[config.mk]
export PLATFORM = sky130hd
export DESIGN_NAME = sd2_modulator
export DESIGN_NICKNAME = d
export VERILOG_FILES = /design/src/rtl/sd2_modulator.sv
export SDC_FILE = /design/constraint.sdc
export NUM_CORES = 2
export LEC_CHECK = 0
export BUFFER_PORTS_ARGS = -buffer_cell sky130_fd_sc_hd__clkbuf_2
export CORE_MARGIN = 8
export CORE_UTILIZATION = 24
export CTS_BUF_LIST = sky130_fd_sc_hd__clkbuf_8
export CTS_CLUSTER_SIZE = 10
export DETAILED_ROUTE_END_ITERATION = 8
export GPL_TIMING_DRIVEN = 0
export MAX_ROUTING_LAYER = met4
export PLACE_DENSITY = 0.41
export SYNTH_ARGS = -nofsm -noshare
export SYNTH_HDL_FRONTEND = slang
export SYNTH_SLANG_ARGS = --single-unit
[constraint.sdc]
create_clock -name clk -period 17.2 [get_ports clk]
set_input_delay 2.58 -clock clk [delete_from_list [all_inputs] [get_ports clk]]
set_output_delay 2.58 -clock clk [all_outputs]
set_load 0.01 [all_outputs]
[src/rtl/sd2_modulator.sv]
module sd2_modulator #(
  parameter int F = 20,
  parameter int Q = 18
) (
  input  logic               clk,
  input  logic               rst,
  input  logic               en,
  input  logic               bypass,
  input  logic signed [F:0]  x_in,
  output logic               bit_out,
  output logic signed [F:0]  val_out
);
  localparam int DW = F + 1;
  localparam int SW = F + 4;
  localparam int PW = SW + Q + 2;
  localparam longint K5 = ((longint'(1) << (Q + 1)) + 5) / 10;
  localparam longint K3 = ((longint'(1) << (Q + 1)) + 3) / 6;
  localparam longint K6 = ((longint'(1) << (Q + 1)) + 6) / 12;
  localparam longint LIMI = ((longint'(1) << (F - 1)) * 4) / 5;
  localparam logic signed [SW-1:0] FS   = {{(SW-F){1'b0}}, 1'b1, {(F-1){1'b0}}};
  localparam logic signed [SW-1:0] NFS  = -FS;
  localparam logic signed [SW-1:0] LIM  = SW'(LIMI);
  localparam logic signed [SW-1:0] NLIM = -LIM;

  function automatic logic signed [SW-1:0] scale(input logic signed [SW-1:0] v, input longint k);
    logic signed [PW-1:0] p;
    p = PW'(v) * PW'(k) + (PW'(1) <<< (Q - 1));
    return SW'(p >>> Q);
  endfunction

  function automatic logic signed [DW-1:0] sat(input logic signed [SW-1:0] v);
    if (v > FS)  return FS[DW-1:0];
    if (v < NFS) return NFS[DW-1:0];
    return v[DW-1:0];
  endfunction

  logic signed [DW-1:0] w1, w2;
  logic signed [SW-1:0] xe, xc, fb, w1e, w2e, s1, s2;

  assign xe  = SW'(x_in);
  assign xc  = (xe > LIM) ? LIM : ((xe < NLIM) ? NLIM : xe);
  assign w1e = SW'(w1);
  assign w2e = SW'(w2);

  assign bit_out = (w2 > 0);
  assign fb      = bypass ? w2e : (bit_out ? FS : NFS);
  assign val_out = fb[DW-1:0];

  assign s1 = w1e + scale(xc, K5) - scale(fb, K5);
  assign s2 = w2e + scale(xc, K3) + scale(w1e, K3) - scale(fb, K6);

  always_ff @(posedge clk) begin
    if (rst) begin
      w1 <= '0;
      w2 <= '0;
    end else if (en) begin
      w1 <= sat(s1);
      w2 <= sat(s2);
    end
  end
endmodule

==> results_dict.tcl <==
set metrics [dict create \
    initial_utilization_pct 24.1 \
    fin_skew_ps 22.3 \
    clock_latency_ps 350 \
    min_path_type "flip-flop to flip-flop" \
    cts_tree "built" \
    crit_start "x_in[2]" \
    outcome "completed" \
    worst-r2r-setup-slack_ps 4180 \
    critPathRequiredTime_ps 17440 \
    via_per_inst 4.28 \
    async_flop_share_pct 0 \
    cpMostUsedCell "fa_1" \
    synth_cells 4359 \
    synth_flop_cell "dfxtp_1" \
    fmax_ghz 0.0626 \
    grt_pass1_vias 30300 \
    grt_pass1_wl_mm 183 \
    htree_levels 2 \
    drtAntennaViolNets 0 \
    dp_hpwl_mm 105 \
    critical_path_arrival_ps 16220 \
    met1_usage_pct 19.1 \
    syn_nets 5921 \
    core_area_um2 164000 \
    worstRegToRegCells 44 \
    cts_resized 0 \
    cts_hold_buffers 0 \
    path_class "primary input to flip-flop" \
    grt_busiest_layer "met2" \
    use_met3_pct 0.780 \
    worstMarginPinSlew_ps 1350 \
    max-cap-violations 0 \
    drc_errors 0 \
    mostFrequentLayoutCells "inv_1 (1348), ha_1 (787), fa_1 (750)" \
    first_pass_iters 5 \
    slew_violations 0 \
    netlist_area_um2 39600 \
    r2r-start "w2[13]$_SDFFE_PP0P_" \
    cp_max_fo 10 \
    synth_seq_cells 42 \
    path_clk_slew_ps 120 \
    die-area_um2 178000 \
    synth_cell_type_count 88 \
    overflow 0 \
    cts_setup_buffers 0 \
    clock-sinks 42 \
    rsz0062_at_grt "false" \
    synthToLayoutAreaGrowth_pct 7.94 \
    cts_made_buffers 5 \
    fin_crit_ps 15980 \
    met2_usage_pct 21.7 \
    crit_path_max_incr_delay_ps 730 \
    antenna_found_initial 3 \
    synth-edff-count 0 \
    period_share_pct 92.9 \
    place.gp.congestion 0.856 \
    setup_viol 0 \
    slew_headroom_pct 9.78 \
    drt_first_iter_violations 1253 \
    hold_viol 0 \
    end_kind "flip-flop" \
    fp.dieW_um 422 \
    root_buffer "clkbuf_8" \
    whs_ps 525 \
    r2r-end "w2[13]$_SDFFE_PP0P_" \
    num_rows 149 \
    endpoint "w2[13]$_SDFFE_PP0P_" \
    syn_avg_cell_area_um2 9.08 \
    drive_above_1_share_pct 2.42 \
    cp-start-kind "primary input" \
    layout_commonest_cell "inv_1" \
    critPathSlowestCell "o21ai_0" \
    num_vias 28200 \
    yosys_warnings 0 \
    io_pins 47 \
    grt.total_usage_pct 13.4 \
    seq_area_frac_synth_pct 2.12 \
    clockBufferDepth 2 \
    portBuffers 44 \
    wirelength_mm 115 \
    wl_per_cell_um 17.5 \
    die_y_um 422 \
    nNetsFinal 5977 \
    grt_max_degree 28 \
]
## kinds of logic after synthesis
group           synth area share, %
compound gates                 9.89
xor+xnor                       4.27
fa+ha+maj                      62.8
buf+inv                        13.4
flops                          2.12
mux                           0.183
simple gates                   7.31
## metal layers
metal  share of wire [%]  wire, um
met5                   0         0
met4                 1.0      1160
met3                 2.5      2940
met2                  47     53900
met1                  50     57500
## state kept, by name, indices dropped and copies added (netlist names)
name  flops
w1       21
w2       21
## cell usage after synthesis, drive strengths merged, types with 9 or more instances
master,count,share of area [%]
nor2b,24,0.38
nor4,20,0.33
a211oi,29,0.59
and2,12,0.19
o211ai,27,0.51
xnor2,122,2.7
o21a,21,0.40
a21oi,142,1.8
clkbuf,50,0.48
o21bai,13,0.25
or3,23,0.36
dfxtp,42,2.1
nand2,150,1.4
a31oi,21,0.39
or4,9,0.17
a21o,83,1.6
fa,750,38
and3,24,0.38
xor2,70,1.5
a22o,19,0.42
o21ai,121,1.5
a211o,13,0.29
nand4,19,0.30
ha,787,25
or2,19,0.30
nand3,48,0.61
nor2,160,1.5
inv,1348,13
nor3,43,0.54
buf,10,0.14
nand2b,21,0.33
## layout make-up
cell class / count / area [um^2]
Clock inverter: 2 / 12.5
Tap cell: 2189 / 2740
Fill cell: 17900 / 122000
Timing Repair Buffer: 49 / 298
Multi-Input combinational cell: 2908 / 33400
Sequential cell: 42 / 842
Clock buffer: 6 / 82.6
Antenna cell: 1 / 2.50
Buffer: 60 / 245
Inverter: 1349 / 5060
## worst max-delay path: cells and delay by family
family                     cells  cell delay, ps
AOI/OAI and AO/OA             19            5190
xor gates and xnor gates       1             410
adders and majority gates     11            4960
buffers and inverters         10            1760
and+or+nand+nor                7            1300
## stage by stage
step           instances  area [um^2]  TNS [ps]  setup WS [ps]  util, %
5_1_grt             6606        42700         0            514     26.0
3_3_place_gp        6592        42500     -1920           -153     25.9
4_1_cts             6605        42700         0           1120     26.0
3_5_place_dp        6597        42600         0            735     25.9
6_report            6606        42700         0           1220     26.0
2_1_floorplan       4359        39600         0           2890        -
## worst min-delay path by stage
stage                            start            endpoint  slack [ps]  cells after the start
global route        w2[4]$_SDFFE_PP0P_  w2[4]$_SDFFE_PP0P_         540                      2
global placement    w2[4]$_SDFFE_PP0P_  w2[4]$_SDFFE_PP0P_         510                      2
floorplan           w2[4]$_SDFFE_PP0P_  w2[4]$_SDFFE_PP0P_         480                      2
detailed placement  w2[4]$_SDFFE_PP0P_  w2[4]$_SDFFE_PP0P_         510                      2
finish              w2[4]$_SDFFE_PP0P_  w2[4]$_SDFFE_PP0P_         530                      2
CTS                 w2[4]$_SDFFE_PP0P_  w2[4]$_SDFFE_PP0P_         530                      2
Power is not shown: default switching activity piles up to over one toggle a cycle in this logic, so the estimate is an artifact.
